### src/rtl/lpm_pkg.sv
package lpm_pkg;
  typedef enum logic [1:0] {M_ACTIVE = 2'd0, M_IDLE = 2'd1, M_STBY = 2'd2, M_SHUT = 2'd3} lpm_mode_e;
  typedef enum logic [2:0] {S_ACTIVE, S_ENTER, S_IDLE, S_STBY, S_SHUT, S_WAKE, S_HOLD} lpm_state_e;
  typedef enum logic [1:0] {BOD_OFF = 2'd0, BOD_DUTY = 2'd1, BOD_CONT = 2'd2} bod_e;
  typedef enum logic [1:0] {RET_NONE = 2'd0, RET_PART = 2'd1, RET_FULL = 2'd2} ret_e;
  typedef enum logic [1:0] {CAUSE_POR = 2'd0, CAUSE_PIN = 2'd1, CAUSE_SHUT = 2'd2} cause_e;

  typedef struct packed {
    logic cpu;
    logic flash;
    logic sram;
    logic radio;
    logic periph;
    logic hf;
    logic lf;
    bod_e bod;
    logic latch;
    ret_e reg_ret;
  } lpm_en_t;

  localparam int unsigned US_IDLE = 14;
  localparam int unsigned US_STBY = 151;
  localparam int unsigned US_SHUT = 1015;
endpackage

### src/rtl/lpm_down_cnt.sv
module lpm_down_cnt #(
  parameter int unsigned W = 8
) (
  input  logic         clk_i,
  input  logic         rst_ni,
  input  logic         load_i,
  input  logic [W-1:0] load_val_i,
  input  logic         dec_i,
  output logic         zero_o
);
  logic [W-1:0] cnt_q;

  always_ff @(posedge clk_i or negedge rst_ni) begin
    if (!rst_ni)                    cnt_q <= '0;
    else if (load_i)                cnt_q <= load_val_i;
    else if (dec_i && cnt_q != '0)  cnt_q <= cnt_q - W'(1);
  end

  assign zero_o = (cnt_q == '0);
endmodule

### src/rtl/lpm_wake_qual.sv
module lpm_wake_qual
  import lpm_pkg::*;
#(
  parameter int unsigned NUM_PINS = 8
) (
  input  logic                clk_i,
  input  logic                rst_ni,
  input  lpm_state_e          state_i,
  input  logic                irq_i,
  input  logic                rtc_i,
  input  logic [NUM_PINS-1:0] pin_i,
  input  logic [NUM_PINS-1:0] pin_en_i,
  output logic                wake_o,
  output logic                abort_o
);
  logic [NUM_PINS-1:0] pin_q;
  logic                pedge;

  always_ff @(posedge clk_i or negedge rst_ni) begin
    if (!rst_ni) pin_q <= '0;
    else         pin_q <= pin_i;
  end

  // either polarity counts, masked per pin
  assign pedge = |((pin_i ^ pin_q) & pin_en_i);

  always_comb begin
    unique case (state_i)
      S_IDLE:  wake_o = irq_i | rtc_i | pedge;
      S_STBY:  wake_o = rtc_i | pedge;
      S_SHUT:  wake_o = pedge;
      default: wake_o = 1'b0;
    endcase
  end

  assign abort_o = irq_i | rtc_i | pedge;
endmodule

### src/rtl/lpm_out_map.sv
module lpm_out_map
  import lpm_pkg::*;
(
  input  lpm_state_e state_i,
  input  logic       latch_hold_i,
  output lpm_en_t    en_o,
  output lpm_mode_e  mode_o
);
  always_comb begin
    en_o   = '0;
    mode_o = M_ACTIVE;
    unique case (state_i)
      S_ACTIVE, S_ENTER: begin
        en_o.cpu     = (state_i == S_ACTIVE);
        en_o.flash   = 1'b1;
        en_o.sram    = 1'b1;
        en_o.radio   = 1'b1;
        en_o.periph  = 1'b1;
        en_o.hf      = 1'b1;
        en_o.lf      = 1'b1;
        en_o.bod     = BOD_CONT;
        en_o.reg_ret = RET_FULL;
      end
      S_IDLE: begin
        mode_o       = M_IDLE;
        en_o.flash   = 1'b1;
        en_o.sram    = 1'b1;
        en_o.radio   = 1'b1;
        en_o.periph  = 1'b1;
        en_o.hf      = 1'b1;
        en_o.lf      = 1'b1;
        en_o.bod     = BOD_CONT;
        en_o.reg_ret = RET_FULL;
      end
      S_STBY: begin
        mode_o       = M_STBY;
        en_o.sram    = 1'b1;
        en_o.lf      = 1'b1;
        en_o.bod     = BOD_DUTY;
        en_o.latch   = 1'b1;
        en_o.reg_ret = RET_PART;
      end
      S_SHUT: begin
        mode_o     = M_SHUT;
        en_o.latch = 1'b1;
      end
      S_WAKE: begin
        en_o.flash   = 1'b1;
        en_o.sram    = 1'b1;
        en_o.hf      = 1'b1;
        en_o.lf      = 1'b1;
        en_o.bod     = BOD_CONT;
        en_o.latch   = latch_hold_i;
        en_o.reg_ret = RET_FULL;
      end
      default: en_o = '0;
    endcase
  end
endmodule

### src/rtl/lpm_rst_cause.sv
module lpm_rst_cause
  import lpm_pkg::*;
(
  input  logic   clk_i,
  input  logic   rst_ni,
  input  logic   set_pin_i,
  input  logic   set_shut_i,
  output cause_e cause_o
);
  cause_e cause_q;

  always_ff @(posedge clk_i or negedge rst_ni) begin
    if (!rst_ni)         cause_q <= CAUSE_POR;
    else if (set_pin_i)  cause_q <= CAUSE_PIN;
    else if (set_shut_i) cause_q <= CAUSE_SHUT;
  end

  assign cause_o = cause_q;
endmodule

### src/rtl/lpm_seq.sv
module lpm_seq
  import lpm_pkg::*;
#(
  parameter int unsigned REF_CLK_MHZ  = 48,
  parameter int unsigned ENTRY_CYCLES = 4,
  parameter int unsigned NUM_PINS     = 8
) (
  input  logic                clk_i,
  input  logic                rst_ni,
  input  logic                reset_pin_i,
  input  logic                req_valid_i,
  input  logic [1:0]          req_mode_i,
  input  logic                irq_i,
  input  logic                rtc_tick_i,
  input  logic [NUM_PINS-1:0] pin_i,
  input  logic [NUM_PINS-1:0] pin_wake_en_i,
  output logic [1:0]          mode_o,
  output logic                active_o,
  output logic                sys_rst_o,
  output logic                cpu_clk_en_o,
  output logic                flash_en_o,
  output logic                sram_ret_o,
  output logic                radio_en_o,
  output logic                periph_en_o,
  output logic                hf_clk_en_o,
  output logic                lf_clk_en_o,
  output logic [1:0]          bod_mode_o,
  output logic                por_en_o,
  output logic                io_latch_o,
  output logic [1:0]          reg_ret_o,
  output logic [1:0]          rst_cause_o
);
  localparam int unsigned LAT_IDLE = US_IDLE * REF_CLK_MHZ;
  localparam int unsigned LAT_STBY = US_STBY * REF_CLK_MHZ;
  localparam int unsigned LAT_SHUT = US_SHUT * REF_CLK_MHZ;
  localparam int unsigned CNT_MAX  = (LAT_SHUT > ENTRY_CYCLES) ? LAT_SHUT : ENTRY_CYCLES;
  localparam int unsigned CNT_W    = $clog2(CNT_MAX + 1);

  lpm_state_e       state_q, state_d;
  lpm_mode_e        tgt_q, tgt_d;
  logic             rst_wake_q, rst_wake_d;
  logic             latch_hold_q, latch_hold_d;
  logic             ld_ent, ld_lat, ent_zero, lat_zero;
  logic [CNT_W-1:0] lat_val;
  logic             wake, abort;
  lpm_en_t          en;
  lpm_mode_e        mode;
  cause_e           cause;

  lpm_wake_qual #(.NUM_PINS(NUM_PINS)) u_wake (
    .clk_i    (clk_i),
    .rst_ni   (rst_ni),
    .state_i  (state_q),
    .irq_i    (irq_i),
    .rtc_i    (rtc_tick_i),
    .pin_i    (pin_i),
    .pin_en_i (pin_wake_en_i),
    .wake_o   (wake),
    .abort_o  (abort)
  );

  lpm_down_cnt #(.W(CNT_W)) u_ent_cnt (
    .clk_i      (clk_i),
    .rst_ni     (rst_ni),
    .load_i     (ld_ent),
    .load_val_i (CNT_W'(ENTRY_CYCLES - 1)),
    .dec_i      (state_q == S_ENTER),
    .zero_o     (ent_zero)
  );

  lpm_down_cnt #(.W(CNT_W)) u_lat_cnt (
    .clk_i      (clk_i),
    .rst_ni     (rst_ni),
    .load_i     (ld_lat),
    .load_val_i (lat_val),
    .dec_i      (state_q == S_WAKE),
    .zero_o     (lat_zero)
  );

  always_comb begin
    state_d      = state_q;
    tgt_d        = tgt_q;
    rst_wake_d   = rst_wake_q;
    latch_hold_d = latch_hold_q;
    ld_ent       = 1'b0;
    ld_lat       = 1'b0;
    lat_val      = '0;
    if (reset_pin_i) begin
      state_d = S_HOLD;
    end else begin
      unique case (state_q)
        S_ACTIVE: if (req_valid_i && req_mode_i != M_ACTIVE) begin
          state_d = S_ENTER;
          tgt_d   = lpm_mode_e'(req_mode_i);
          ld_ent  = 1'b1;
        end
        S_ENTER: begin
          if (abort)         state_d = S_ACTIVE;
          else if (ent_zero) state_d = (tgt_q == M_IDLE) ? S_IDLE :
                                       (tgt_q == M_STBY) ? S_STBY : S_SHUT;
        end
        S_IDLE, S_STBY, S_SHUT: if (wake) begin
          state_d      = S_WAKE;
          ld_lat       = 1'b1;
          rst_wake_d   = (state_q == S_SHUT);
          latch_hold_d = (state_q != S_IDLE);
          lat_val      = (state_q == S_IDLE) ? CNT_W'(LAT_IDLE - 1) :
                         (state_q == S_STBY) ? CNT_W'(LAT_STBY - 1) : CNT_W'(LAT_SHUT - 1);
        end
        S_WAKE: if (lat_zero) begin
          state_d      = S_ACTIVE;
          rst_wake_d   = 1'b0;
          latch_hold_d = 1'b0;
        end
        S_HOLD: begin
          state_d      = S_WAKE;
          ld_lat       = 1'b1;
          lat_val      = CNT_W'(LAT_SHUT - 1);
          rst_wake_d   = 1'b1;
          latch_hold_d = 1'b0;
        end
        default: state_d = S_ACTIVE;
      endcase
    end
  end

  always_ff @(posedge clk_i or negedge rst_ni) begin
    if (!rst_ni) begin
      state_q      <= S_ACTIVE;
      tgt_q        <= M_IDLE;
      rst_wake_q   <= 1'b0;
      latch_hold_q <= 1'b0;
    end else begin
      state_q      <= state_d;
      tgt_q        <= tgt_d;
      rst_wake_q   <= rst_wake_d;
      latch_hold_q <= latch_hold_d;
    end
  end

  lpm_rst_cause u_cause (
    .clk_i      (clk_i),
    .rst_ni     (rst_ni),
    .set_pin_i  (reset_pin_i),
    .set_shut_i (state_q == S_SHUT && wake),
    .cause_o    (cause)
  );

  lpm_out_map u_map (
    .state_i      (state_q),
    .latch_hold_i (latch_hold_q),
    .en_o         (en),
    .mode_o       (mode)
  );

  assign mode_o       = mode;
  assign active_o     = (state_q == S_ACTIVE);
  assign sys_rst_o    = (state_q == S_HOLD) || (state_q == S_WAKE && rst_wake_q);
  assign cpu_clk_en_o = en.cpu;
  assign flash_en_o   = en.flash;
  assign sram_ret_o   = en.sram;
  assign radio_en_o   = en.radio;
  assign periph_en_o  = en.periph;
  assign hf_clk_en_o  = en.hf;
  assign lf_clk_en_o  = en.lf;
  assign bod_mode_o   = en.bod;
  assign por_en_o     = 1'b1;
  assign io_latch_o   = en.latch;
  assign reg_ret_o    = en.reg_ret;
  assign rst_cause_o  = cause;
endmodule

### config.mk
export PLATFORM = sky130hd
export DESIGN_NAME = lpm_seq
export DESIGN_NICKNAME = d
export VERILOG_FILES = /design/src/rtl/lpm_pkg.sv /design/src/rtl/lpm_down_cnt.sv /design/src/rtl/lpm_wake_qual.sv /design/src/rtl/lpm_out_map.sv /design/src/rtl/lpm_rst_cause.sv /design/src/rtl/lpm_seq.sv
export SDC_FILE = /design/constraint.sdc
export NUM_CORES = 1
export LEC_CHECK = 0
export BUFFER_PORTS_ARGS = -buffer_cell sky130_fd_sc_hd__buf_2
export CELL_PAD_IN_SITES_DETAIL_PLACEMENT = 1
export CELL_PAD_IN_SITES_GLOBAL_PLACEMENT = 1
export CORE_ASPECT_RATIO = 0.8
export CORE_UTILIZATION = 27
export CTS_CLUSTER_DIAMETER = 60
export DETAILED_ROUTE_END_ITERATION = 8
export PLACE_DENSITY_LB_ADDON = 0.1
export SYNTH_ARGS = -nofsm -noshare
export SYNTH_HDL_FRONTEND = slang
export SYNTH_HIERARCHICAL = 1
export SYNTH_SLANG_ARGS = --single-unit
export TNS_END_PERCENT = 10
### constraint.sdc
create_clock -name clk_i -period 2.35 [get_ports clk_i]
set_input_delay 0.3525 -clock clk_i [delete_from_list [all_inputs] [get_ports clk_i]]
set_output_delay 0.3525 -clock clk_i [all_outputs]
set_load 0.02 [all_outputs]
# Word-level counts from Yosys, hierarchy flattened
# Cells that the tools add are included.
[totals]
register_bits = 49
in_bits = 24
elab_cells = 97
[op_classes]
addsub = 2
n_eq_ne = 15
mux = 40
bitwise = 6
n_reduce_logical = 26
[op_table]
columns = ["cell", "count"]
rows = [
  ["2-to-1 mux 16 bit", 8],
  ["logical NOT 16 bit", 2],
  ["one-hot mux 16 bit (2 select lines)", 1],
  ["nonzero test 16 bit", 2],
  ["subtractor 16 x 1 -> 16 bit, second input constant", 2],
  ["2-to-1 mux 3 bit", 8],
  ["one-hot mux 3 bit (5 select lines)", 1],
  ["2-to-1 mux 1 bit", 11],
  ["== test 3 bit, second input constant", 3],
  ["one-hot mux 1 bit (3 select lines)", 3],
  ["AND 8 bit", 1],
  ["AND reduction 4 bit", 2],
  ["nonzero test 2 bit", 4],
  ["OR reduction 8 bit", 1],
  ["bitwise XOR 8 bit", 1],
  ["== test 3 x 2 -> 1 bit, second input constant", 2],
  ["2-to-1 mux 2 bit", 3],
  ["!= test 3 x 2 -> 1 bit, second input constant", 2],
  ["!= test 3 bit, second input constant", 2],
  ["one-hot mux 2 bit (3 select lines)", 1],
  ["one-hot mux 3 bit (2 select lines)", 1],
  ["OR reduction 3 bit", 2],
  ["logical AND 1 bit", 5],
  ["OR reduction 5 bit", 1],
  ["other kinds (15)", 20],
]

# Logic depth before layout (Yosys ltp)
[depth]
depth_word = 9
depth_mapped = 14
depth_no_buf = 12

# By module
# Netlist, hierarchy kept.
[modules_own_cells]
columns = ["module", "instances", "cells_per_inst", "area_each_um2", "seq_area_each_um2"]
rows = [
  ["lpm_down_cnt", 2, 124, 1063.5, 400.4],
  ["lpm_seq", 1, 68, 568.0, 176.4],
  ["lpm_wake_qual", 1, 28, 344.1, 200.2],
  ["lpm_out_map", 1, 20, 117.6, 0.0],
  ["lpm_rst_cause", 1, 6, 68.8, 50.0],
]

# Least setup slack after synthesis
# No wires, ideal clock.
[synth_path]
path_type = "register to register"
startpoint = "register u_wake.pin_q[6]"
endpoint = "register u_lat_cnt.cnt_q[12]"
setup_time_ns = 0.082
t_arrival_ns = 2.528
t_required_ns = 2.268
path_slack_ns = -0.260
path_stages_with_launch = 15
synth_period_minus_slack_ns = 2.610
path_cell_list = "dfrtp_1 > xor2_1 > a22oi_1 > nand4_1 > o311ai_1 > nand2_1 > o21ai_0 > nor2_1 > nor2_1 > nor2_1 > clkbuf_1 > inv_1 > clkbuf_1 > nor2_1 > a31oi_1"
[synth_between]
elab_chain_len = 9
[synth_rtl]
columns = ["element", "line_no", "rtl"]
rows = [
  ["start, declared", "lpm_wake_qual.sv:16", "logic [NUM_PINS-1:0] pin_q;"],
  ["start signal, assigned", "lpm_wake_qual.sv:21", "else pin_q <= pin_i;"],
  ["bitwise XOR 8 bit *", "lpm_wake_qual.sv:25", "assign pedge = |((pin_i ^ pin_q) & pin_en_i);"],
  ["AND 8 bit *", "lpm_wake_qual.sv:25", ""],
  ["OR reduction 8 bit *", "lpm_wake_qual.sv:25", ""],
  ["bitwise OR 1 bit (on tied branches)", "lpm_wake_qual.sv:30, lpm_wake_qual.sv:29", ""],
  ["one-hot mux 1 bit (3 select lines) *", "lpm_wake_qual.sv:28", "unique case (state_i)"],
  ["via wake", "lpm_seq.sv:45", "logic wake, abort;"],
  ["2-to-1 mux 16 bit / 2-to-1 mux 1 bit (equally long branches)", "lpm_seq.sv:102", "S_IDLE, S_STBY, S_SHUT: if (wake) begin"],
  ["one-hot mux 16 bit (2 select lines) / one-hot mux 1 bit (2 select lines) (equally long branches)", "lpm_seq.sv:91", "unique case (state_q)"],
  ["2-to-1 mux 16 bit / 2-to-1 mux 1 bit (equally long branches)", "lpm_seq.sv:88", "if (reset_pin_i) begin"],
  ["2-to-1 mux 16 bit / nonzero test 2 bit (equally long branches)", "-", ""],
  ["end signal, assigned", "lpm_down_cnt.sv:15", "else if (load_i) cnt_q <= load_val_i;"],
  ["end signal, assigned", "lpm_down_cnt.sv:16", "else if (dec_i && cnt_q != '0) cnt_q <= cnt_q - W'(1);"],
  ["end, declared", "lpm_down_cnt.sv:11", "logic [W-1:0] cnt_q;"],
]
# Mark *: on every way through the listed nets, which the timed path passes. The rest lies on a longest branch.
# A chain may end at the register's enable or synchronous reset.

# Worst setup path in the final report
[layout_path]
startpoint = "register u_wake.pin_q[0]"
endpoint = "register latch_hold_q"
[layout_between]
elab_chain_len = 7
[layout_rtl]
columns = ["element", "line_no", "rtl"]
rows = [
  ["bitwise XOR 8 bit *", "lpm_wake_qual.sv:25", ""],
  ["AND 8 bit *", "lpm_wake_qual.sv:25", ""],
  ["OR reduction 8 bit *", "lpm_wake_qual.sv:25", ""],
  ["bitwise OR 1 bit (on tied branches)", "lpm_wake_qual.sv:30, lpm_wake_qual.sv:29", ""],
  ["one-hot mux 1 bit (3 select lines) *", "lpm_wake_qual.sv:28", ""],
  ["via wake", "lpm_seq.sv:45", ""],
  ["!= test 2 bit (no line) *", "-", ""],
  ["AND reduction 4 bit (no line) *", "-", ""],
  ["end signal, assigned", "lpm_seq.sv:137", "latch_hold_q <= latch_hold_d;"],
  ["end, declared", "lpm_seq.sv:42", "logic latch_hold_q, latch_hold_d;"],
]
# Marks and branches as above.

==> results.toml <==
[logic_synthesis]
synth.avg_cell_area_um2 = 8.72
synth_cell_type_count = 57
ys_top_cells_by_count = "48 x dfrtp_1, 35 x nor2_1, 32 x nand2_1, 19 x a21oi_1, 17 x o21ai_1"
synth-edff-count = 0
yosysTopAreaCellShare = 0.372
synthTopCellsByArea = "dfrtp_1 37%, nor2_1 4.1%, nand2_1 3.7%"
yosysSeqAreaShare = 0.381
syn_inst = 370
ys_seq_elements = 49
netlist_area_um2 = 3230
synthFlopType = "dfrtp_1"
yosysMostFrequentCell = "dfrtp_1"
ys_async_sr_fraction = 1.00
ys_warn_count = 6
yosysTopAreaCell = "dfrtp_1"

[run]
maxCapViolCount = 0

[timing]
max_freq_ghz = 0.431
rsz0062_at_grt = "yes"
fin_skew_ps = 6.98
fin_crit_sh = 0.987
period_needed_ps = 2320
finalSetupViolCount = 0
tightest_slew_ps = 599
slew_headroom = 0.601
hold_viol = 0
maxSlewViolCount = 0

[placed_design]
detailed_place.area_um2 = 3960
numPortBuffers = 41
hpwl_mm = 7.16
place_inst = 604
gp_congestion = 0.796

[power_and_ir_drop]
seq_power_share = 0.393
internal_power_uw = 2220
pwr-share-clk = 0.205
vdd_drop_max_v = 0.000279
power_leakage_uw = 0.00174
p_switching_uw = 1520
combPwrFrac = 0.402
powerDensity_nw_per_um2 = 899
switching_share = 0.407

[cts]
cts_sinks = 49
cts_tree = "built"
htree_levels = 2
root_buffer = "clkbuf_16"
clock_path_buffers = 2
clkTransAtPathRegs_ps = 80
numCtsBuffers = 5
clkLatencyLatePin_ps = 300

[die]
core_area_um2 = 11600
dieWidth_um = 124
start_util = 0.279
io_pins = 43
row_count = 35
fp.dieH_um = 99.8
dieArea_um2 = 12400

[layout]
final_nets = 490
diodes = 0
drive_above_1_share = 0.265
finalInstanceArea_um2 = 4160
stdcell_count = 612
area_growth_pct = 28.9

[worst_setup_path]
path_cells = "xor2_1 -> a22oi_1 -> nand4_1 -> o311ai_2 -> nand2_1 -> and3b_1 -> a31o_1 -> o21bai_2 -> mux2_1"
startpoint_type = "flop"
crit_buf_inv = 0
crit_fanout = 3
crit_family = "compound AO/OA/AOI/OAI gates"
slowest_delay_ps = 380
crit_type = "flop to flop"
cp.required_ps = 2540
critPathArrivalTime_ps = 2510
critPathSlowestCell = "dfrtp_1"
critPathCaptureType = "flop"

[routing]
wirelength_mm = 9.34
m1WireLength_mm = 5.16
top_layer = "met4"
vias_per_cell = 4.98
drtAntennaViolNets = 0
drt_iter0_drc = 154
wl_per_cell_um = 15.3
drt_first_pass_iters = 4
dr_total_vias = 3049
drc = 0
met2_length_mm = 3.65
wl_met3_um = 435

[grt]
grt_pass1_wl_mm = 16.2
grt_overflow = 0
grtUsageTotal = 0.164
antenna_found_initial = 0
grt_max_degree = 28
grt_pass1_vias = 3086

[outcome]
status = "complete, no violations"

[worst_hold_path]
min_path_type = "input pin to async pin"
==> stage by stage <==
| step | setup WS [ps] | total power (uW) | hold slack (ps) | setup TNS (ps) | utilization |
|---|---|---|---|---|---|
| 2_1_floorplan | 6.06 | 2350 | 56.9 | 0 | - |
| 3_3_place_gp | -108 | 2910 | 403 | -1200 | 0.342 |
| 3_5_place_dp | -170 | 2950 | 405 | -1780 | 0.342 |
| 4_1_cts | -49.9 | 3740 | 79.0 | -49.9 | 0.356 |
| 5_1_grt | -137 | 4030 | 93.3 | -798 | 0.360 |
| 6_report | 31.6 | 3740 | 40.2 | 0 | 0.360 |
==> worst paths after layout <==
kind | cells after the start | slack, ps | endpoint | start
setup / recovery | 9 | 30 | latch_hold_q | u_wake/pin_q[0]
hold / removal | 1 | 40 | u_lat_cnt/cnt_q[11] | rst_ni
setup reg to reg | 9 | 30 | latch_hold_q | u_wake/pin_q[0]
hold reg to reg | 1 | 480 | u_cause/cause_o[0] | u_cause/cause_o[0]
max in group asynchronous | 2 | 1670 | tgt_q[0] | rst_ni
min in group clk_i | 1 | 180 | u_wake/pin_q[3] | pin_i[3]
==> state kept, by name, summed over array words and instances, names as in the netlist <==
signal           flops
u_ent_cnt/cnt_q     16
u_lat_cnt/cnt_q     16
u_wake/pin_q         8
state_q              3
tgt_q                2
u_cause/cause_o      2
latch_hold_q         1
rst_wake_q           1
==> cells by family after synthesis <==
group,share of synthesized area
AO/OA/AOI/OAI,0.204
XOR/XNOR,0.0299
adder cells (fa/ha/maj),0.0116
buffers and inverters,0.0578
flip-flops,0.381
multiplexers,0.0229
other,0.00233
AND/OR/NAND/NOR,0.291
==> power groups by stage <==
stage / combinational, uW / sequential [uW] / clock [uW]
finish: 1500 / 1470 / 768
detailed placement: 1490 / 1460 / 0
CTS: 1500 / 1450 / 791
global route: 1680 / 1520 / 827
floorplan: 941 / 1410 / 0
global placement: 1450 / 1460 / 0
==> cell type report <==
cell class | instances | area, um^2
Multi-Input combinational cell | 302 | 1930
Inverter | 16 | 65.1
Timing Repair Buffer | 89 | 603
Fill cell | 1385 | 7400
Clock inverter | 3 | 25.0
Clock buffer | 5 | 125
Sequential cell | 49 | 1230
Tap cell | 148 | 185
==> worst register-to-register path, delay by kind of cell, from the launching register on <==
family                    cells  cell delay, ps
AOI/OAI and AO/OA             4             800
and+or+nand+nor               3             540
DFF                           1             380
muxes                         1             340
xor gates and xnor gates      1             160
==> layer usage <==
metal / vias up / global-route usage
met5: - / 0
met1: 1445 / 0.246
met2: 64 / 0.235
met4: 0 / 0.0500
li1: 1531 / -
met3: 9 / 0.0323
==> cell usage in the layout (no fill, tap or decap), types with 4 or more instances in the layout <==
cell type / count
nor4_1: 6
and2_1: 8
xor2_1: 8
mux2i_1: 4
a21oi_1: 19
nor3_1: 10
conb_1: 20
buf_4: 45
nor3_2: 4
o21ai_1: 17
nor2b_1: 11
nand2b_1: 4
a22oi_1: 5
dfrtp_1: 48
o21ai_0: 12
nor2_1: 33
o31ai_1: 5
o41ai_1: 4
nand3_1: 5
nand4b_1: 6
or3_1: 7
nand2_1: 32
clkbuf_16: 5
or4_1: 10
nand4_1: 7
inv_1: 14
buf_2: 41
a31oi_1: 12
==> repair_timing <==
item / CTS / global route
hold buffers: 0 / 0
pin swaps: 6 / 1
resized for setup: 3 / 9
buffers inserted: 0 / 0
setup endpoints to repair: 17 / 21
(Power assumes the default switching activity.)
